[src/rtl/brc_pkg.sv]
package brc_pkg;

  typedef enum logic [3:0] {
    COND_ALWAYS = 4'd0,
    COND_NEVER  = 4'd1,
    COND_HI     = 4'd2,
    COND_LS     = 4'd3,
    COND_CC     = 4'd4,
    COND_CS     = 4'd5,
    COND_NE     = 4'd6,
    COND_EQ     = 4'd7,
    COND_VC     = 4'd8,
    COND_VS     = 4'd9,
    COND_PL     = 4'd10,
    COND_MI     = 4'd11,
    COND_GE     = 4'd12,
    COND_LT     = 4'd13,
    COND_GT     = 4'd14,
    COND_LE     = 4'd15
  } cond_e;

  typedef struct packed {
    logic n;
    logic z;
    logic v;
    logic c;
  } flags_t;

endpackage

[src/rtl/brc_flag_gen.sv]
module brc_flag_gen #(
  parameter int DATA_W = 8
) (
  input  logic              clk,
  input  logic              rst,
  input  logic [DATA_W-1:0] op_a,
  input  logic [DATA_W-1:0] op_b,
  output logic [DATA_W-1:0] sum_q,
  output brc_pkg::flags_t   flags_q
);
  localparam int MSB = DATA_W - 1;

  logic [DATA_W:0]   wide_sum;
  brc_pkg::flags_t   flags_d;

  always_comb begin
    wide_sum   = {1'b0, op_a} + {1'b0, op_b};
    flags_d.n  = wide_sum[MSB];
    flags_d.z  = (wide_sum[MSB:0] == '0);
    flags_d.c  = wide_sum[DATA_W];
    flags_d.v  = (op_a[MSB] == op_b[MSB]) && (wide_sum[MSB] != op_a[MSB]);
  end

  always_ff @(posedge clk) begin
    if (rst) begin
      sum_q   <= '0;
      flags_q <= '0;
    end else begin
      sum_q   <= wide_sum[MSB:0];
      flags_q <= flags_d;
    end
  end

  AST_V_MIXED_SIGN: assert property (@(posedge clk) disable iff (rst)
    (op_a[MSB] != op_b[MSB]) |=> !flags_q.v);
  AST_Z_TRACKS_SUM: assert property (@(posedge clk) disable iff (rst)
    1'b1 |=> (flags_q.z == (sum_q == '0)));
  AST_N_TRACKS_SUM: assert property (@(posedge clk) disable iff (rst)
    1'b1 |=> (flags_q.n == sum_q[MSB]));

endmodule

[src/rtl/brc_cond_eval.sv]
module brc_cond_eval (
  input  logic [3:0]      cond,
  input  brc_pkg::flags_t flags,
  output logic            take
);
  import brc_pkg::*;

  logic sgn_lt;
  logic sgn_le;
  logic uns_ls;

  always_comb begin
    sgn_lt = flags.n ^ flags.v;
    sgn_le = flags.z | sgn_lt;
    uns_ls = flags.c | flags.z;
    unique case (cond_e'(cond))
      COND_ALWAYS: take = 1'b1;
      COND_NEVER:  take = 1'b0;
      COND_HI:     take = !uns_ls;
      COND_LS:     take = uns_ls;
      COND_CC:     take = !flags.c;
      COND_CS:     take = flags.c;
      COND_NE:     take = !flags.z;
      COND_EQ:     take = flags.z;
      COND_VC:     take = !flags.v;
      COND_VS:     take = flags.v;
      COND_PL:     take = !flags.n;
      COND_MI:     take = flags.n;
      COND_GE:     take = !sgn_lt;
      COND_LT:     take = sgn_lt;
      COND_GT:     take = !sgn_le;
      COND_LE:     take = sgn_le;
      default:     take = 1'b0;
    endcase
  end

endmodule

[src/rtl/brc_target_calc.sv]
module brc_target_calc #(
  parameter int ADDR_W  = 16,
  parameter int SHORT_W = 8
) (
  input  logic [ADDR_W-1:0] base_pc,
  input  logic [ADDR_W-1:0] disp,
  input  logic              use_long,
  output logic [ADDR_W-1:0] target
);
  localparam int EXT_W = ADDR_W - SHORT_W;

  logic [ADDR_W-1:0] short_ext;
  logic [ADDR_W-1:0] offset;

  generate
    if (EXT_W > 0) begin : g_extend
      assign short_ext = {{EXT_W{disp[SHORT_W-1]}}, disp[SHORT_W-1:0]};
    end else begin : g_same
      assign short_ext = disp;
    end
  endgenerate

  always_comb begin
    offset = use_long ? disp : short_ext;
    target = base_pc + offset;
  end

endmodule

[src/rtl/brc_top.sv]
module brc_top #(
  parameter int ADDR_W  = 16,
  parameter int DATA_W  = 8,
  parameter int SHORT_W = 8
) (
  input  logic              clk,
  input  logic              rst,
  input  logic              br_valid,
  input  logic [3:0]        br_cond,
  input  logic              flag_n,
  input  logic              flag_z,
  input  logic              flag_v,
  input  logic              flag_c,
  input  logic              br_long,
  input  logic [ADDR_W-1:0] br_disp,
  input  logic [ADDR_W-1:0] seq_pc,
  input  logic [DATA_W-1:0] add_a,
  input  logic [DATA_W-1:0] add_b,
  output logic              res_valid,
  output logic              res_taken,
  output logic [ADDR_W-1:0] res_pc,
  output logic [DATA_W-1:0] add_sum,
  output logic              add_n,
  output logic              add_z,
  output logic              add_v,
  output logic              add_c
);
  import brc_pkg::*;

  flags_t            in_flags;
  flags_t            gen_flags;
  logic              take;
  logic [ADDR_W-1:0] target;

  assign in_flags = '{n: flag_n, z: flag_z, v: flag_v, c: flag_c};

  brc_cond_eval u_cond (
    .cond  (br_cond),
    .flags (in_flags),
    .take  (take)
  );

  brc_target_calc #(
    .ADDR_W  (ADDR_W),
    .SHORT_W (SHORT_W)
  ) u_target (
    .base_pc  (seq_pc),
    .disp     (br_disp),
    .use_long (br_long),
    .target   (target)
  );

  brc_flag_gen #(
    .DATA_W (DATA_W)
  ) u_flags (
    .clk     (clk),
    .rst     (rst),
    .op_a    (add_a),
    .op_b    (add_b),
    .sum_q   (add_sum),
    .flags_q (gen_flags)
  );

  assign add_n = gen_flags.n;
  assign add_z = gen_flags.z;
  assign add_v = gen_flags.v;
  assign add_c = gen_flags.c;

  always_ff @(posedge clk) begin
    if (rst) begin
      res_valid <= 1'b0;
      res_taken <= 1'b0;
      res_pc    <= '0;
    end else begin
      res_valid <= br_valid;
      if (br_valid) begin
        res_taken <= take;
        res_pc    <= take ? target : seq_pc;
      end
    end
  end

  AST_STROBE_TO_VALID: assert property (@(posedge clk) disable iff (rst)
    br_valid |=> res_valid);
  AST_IDLE_HOLD: assert property (@(posedge clk) disable iff (rst)
    !br_valid |=> (!res_valid && $stable(res_pc) && $stable(res_taken)));
  AST_NEVER_SEQ: assert property (@(posedge clk) disable iff (rst)
    (br_valid && br_cond == COND_NEVER) |=> (!res_taken && res_pc == $past(seq_pc)));
  AST_ALWAYS_TAKEN: assert property (@(posedge clk) disable iff (rst)
    (br_valid && br_cond == COND_ALWAYS) |=> res_taken);

endmodule

[config.mk]
export PLATFORM = sky130hd
export DESIGN_NAME = brc_top
export DESIGN_NICKNAME = d
export VERILOG_FILES = /design/src/rtl/brc_pkg.sv /design/src/rtl/brc_flag_gen.sv /design/src/rtl/brc_cond_eval.sv /design/src/rtl/brc_target_calc.sv /design/src/rtl/brc_top.sv
export SDC_FILE = /design/constraint.sdc
export NUM_CORES = 1
export LEC_CHECK = 0
export ABC_AREA = 1
export CORE_ASPECT_RATIO = 0.7
export CORE_MARGIN = 2
export CORE_UTILIZATION = 39
export CTS_CLUSTER_DIAMETER = 60
export DETAILED_ROUTE_END_ITERATION = 8
export HOLD_SLACK_MARGIN = 0.08
export PLACE_DENSITY = 0.69
export SETUP_SLACK_MARGIN = 0.15
export SYNTH_ARGS = -nofsm -noshare
export SYNTH_HDL_FRONTEND = slang
export SYNTH_SLANG_ARGS = --single-unit
export TNS_END_PERCENT = 50
[constraint.sdc]
create_clock -name clk -period 2.5 [get_ports clk]
set_input_delay 0.5 -clock clk [delete_from_list [all_inputs] [get_ports clk]]
set_output_delay 0.5 -clock clk [all_outputs]
set_load 0.02 [all_outputs]
==> flow_summary.yaml <==
run_status:
  outcome: "complete, no violations"
run:
  drv_cap: 0
clock_network:
  clock_tree.buffer_depth: 2
  clock_latency_ns: 0.29
  clock-sinks: 29
  postCtsHoldBufs: 0
  cts_tree: "built"
  htreeDepth: 2
  cts_root_buf: "clkbuf_8"
  cts_buffers: 5
  clkTransAtPathRegs_ns: 0.07
sta:
  setup_viol: 0
  final-max-slew-violation-count: 0
  hold_viol: 0
  fin_crit_ns: 2.26
  fin_tns_setup_ns: 0
  relSlewSlack_pct: 73.9
  fin_worst_skew_ns: 0
  fin_ws_ns: 0.241
  rsz0062_at_grt: "yes"
  tightest_slew_ns: 0.391
  max_freq_mhz: 443
  fin_crit_sh_pct: 90.3
global_routing:
  grt_pass1_vias: 2812
  grt_use_total_pct: 20.1
  grt_pass1_wl_mm: 12.7
  grt_max_degree: 19
  overflow: 0
  grt_antenna_before_repair: 0
final_layout:
  antenna_cells: 0
  nNetsFinal: 638
  layout-drive-gt1-share_pct: 11.7
  layout_common_cells: "164 x nand2_1, 89 x clkdlybuf4s50_1, 66 x inv_1"
  fillers: 692
  mostFrequentLayoutCell: "nand2_1"
  seq_area_um2: 581
  final_area_um2: 4050
  multi_input_area_um2: 1950
  fin_util_pct: 59.4
  area_delta_synth_final_pct: 46.1
yosys:
  muxShareOfSynthArea_pct: 0
  ys_ff_latch: 29
  synth_fa_ha_area_share_pct: 11.8
  synthSimpleGateAreaFrac_pct: 43.0
  synth_cell_types: 31
  syn_area_um2: 2770
  synth_compound_area_share_pct: 8.85
  synth.yosys.seq_area_share_pct: 21.0
  yosys_warnings: 0
  synthCells: 447
  synth_xor_area_share_pct: 4.11
  synth_nets: 532
  synth_area_per_cell_um2: 6.20
  synth_top_family_by_area: "simple AND/OR/NAND/NOR gates"
route:
  drt_iter0_markers: 130
  vias: 3037
  drc_errors: 0
  drt-wirelength-per-cell_um: 12.2
  drt-pass1-iter-count: 5
  antenna_left: 0
  viasPerCell: 4.69
  routed_wirelength_mm: 7.93
die:
  die_h_um: 74.5
  dieWidth_um: 105
  die-area_um2: 7800
  initial_core_util_pct: 40.6
  rows: 25
  coreArea_um2: 6820
  io_pins: 90
power:
  p_sw_share_pct: 36.0
  clkPwrFrac_pct: 26.3
  p_int_mw: 1.20
  p_switching_mw: 0.676
  seqPwrFrac_pct: 28.3
  combPwrFrac_pct: 45.4
  p_leak_nw: 2.06
  powerDensity_nw_per_um2: 464
  peakVddDrop_v: 0.000248
placed_design:
  portBuffers: 89
  hpwl_mm: 6.57
  place_area_um2: 3860
  gp_congestion: 0.902
  dp_worst_setup_slack_ns: -0.129
critical_path:
  required_ns: 2.71
  start_kind: "input port"
  cp-end-kind: "register"
  crit_type: "input port to register"
  critPathArrivalTime_ns: 2.47
  crit_path_max_fanout: 8
min_path:
  hold_class: "register to register"
==> per-stage QoR <==
| stage | hold WS (ns) | total power, mW | instances |
|---|---|---|---|
| 6_report | 0.480 | 1.88 | 648 |
| 5_1_grt | 0.509 | 2.00 | 648 |
| 4_1_cts | 0.482 | 1.86 | 647 |
| 3_5_place_dp | 0.466 | 1.36 | 639 |
| 3_3_place_gp | 0.464 | 1.35 | 639 |
| 2_1_floorplan | 0.545 | 1.03 | 447 |
==> final timing paths <==
path	start	end	slack (ns)	depth (start not counted)
worst min-delay path	res_pc[9]	res_pc[9]	0.48	2
worst min register to register	res_pc[9]	res_pc[9]	0.48	2
worst max-delay path	br_long	res_pc[15]	0.24	14
worst max register to register	res_pc[6]	res_pc[6]	1.83	3
==> flip-flops by register name, summed over array words and instances, names as in the netlist <==
signal,count
res_pc,16
u_flags.sum_q,7
u_flags.flags_q,4
res_taken,1
res_valid,1
==> cell families (layout without fill, tap and decap cells) <==
| group | count (synthesis) | after routing |
|---|---|---|
| AND/OR/NAND/NOR | 265 | 265 |
| buffers and inverters | 77 | 184 |
| AO/OA/AOI/OAI | 38 | 38 |
| flip-flops | 29 | 29 |
| adder cells (fa/ha/maj) | 25 | 25 |
| XOR/XNOR | 13 | 13 |
==> critical path, stage by stage <==
cell and delay, ns:
clkdlybuf4s50_1 0.42, buf_4 0.17, nand2_1 0.09, nand2_1 0.06, ha_1 0.32, nand2_1 0.11
inv_1 0.07, nand2_1 0.10, nand2_1 0.09, a21oi_1 0.17, nand3b_1 0.11, nand3_1 0.09
nand2_1 0.05, a21oi_1 0.12
==> area by class of cell <==
type,count,area share (%)
multi-input combinational,341,48.1
timing repair buffer,108,25.5
sequential,29,14.3
inverter,68,6.31
tap,94,2.91
clock buffer,5,1.70
clock inverter,3,1.14
==> repair_timing <==
| action | in CTS | in global routing |
|---|---|---|
| setup endpoints to repair | 1 | 7 |
| buffers inserted | 0 | 1 |
| hold endpoints to repair | 0 | 0 |
| pin swaps | 0 | 1 |
| gates resized for setup | 1 | 9 |
==> Yosys cell counts (all sizes together) <==
| library cell | count | share of area (%) |
|---|---|---|
| nand2 | 175 | 25 |
| inv | 68 | 9.2 |
| nand3 | 42 | 8.7 |
| nor2 | 31 | 5.4 |
| dfxtp | 29 | 21 |
| a21oi | 25 | 5.7 |
| ha | 23 | 10 |
| xor2 | 7 | 2.2 |
| o21ai | 6 | 1.2 |
| xnor2 | 6 | 1.9 |
| buf | 5 | 1.4 |
| nand3b | 5 | 1.4 |
| o21a | 5 | 1.4 |
| clkbuf | 4 | 0.54 |
| nand4 | 4 | 0.90 |
| nor3 | 4 | 0.72 |
| and2 | 3 | 0.68 |
| fa | 2 | 1.4 |
| o21bai | 2 | 0.54 |
| or2 | 1 | 0.23 |
==> power by group through the flow <==
stage | sequential (mW) | combinational (mW) | clock, mW
2_1_floorplan | 0.595 | 0.440 | 0
3_3_place_gp | 0.541 | 0.814 | 0
3_5_place_dp | 0.541 | 0.824 | 0
4_1_cts | 0.532 | 0.830 | 0.501
5_1_grt | 0.536 | 0.942 | 0.524
6_report | 0.531 | 0.853 | 0.494
==> layer usage <==
layer / track usage [%] / share of wire [%] / vias up
met1: 28.5 / 52 / 1353
met2: 32.2 / 43 / 71
met3: 3.94 / 4.6 / 7
met4: 3.56 / 0.52 / 0
met5: 0 / 0 / -
li1: - / - / 1606
(Power assumes the default switching activity.)
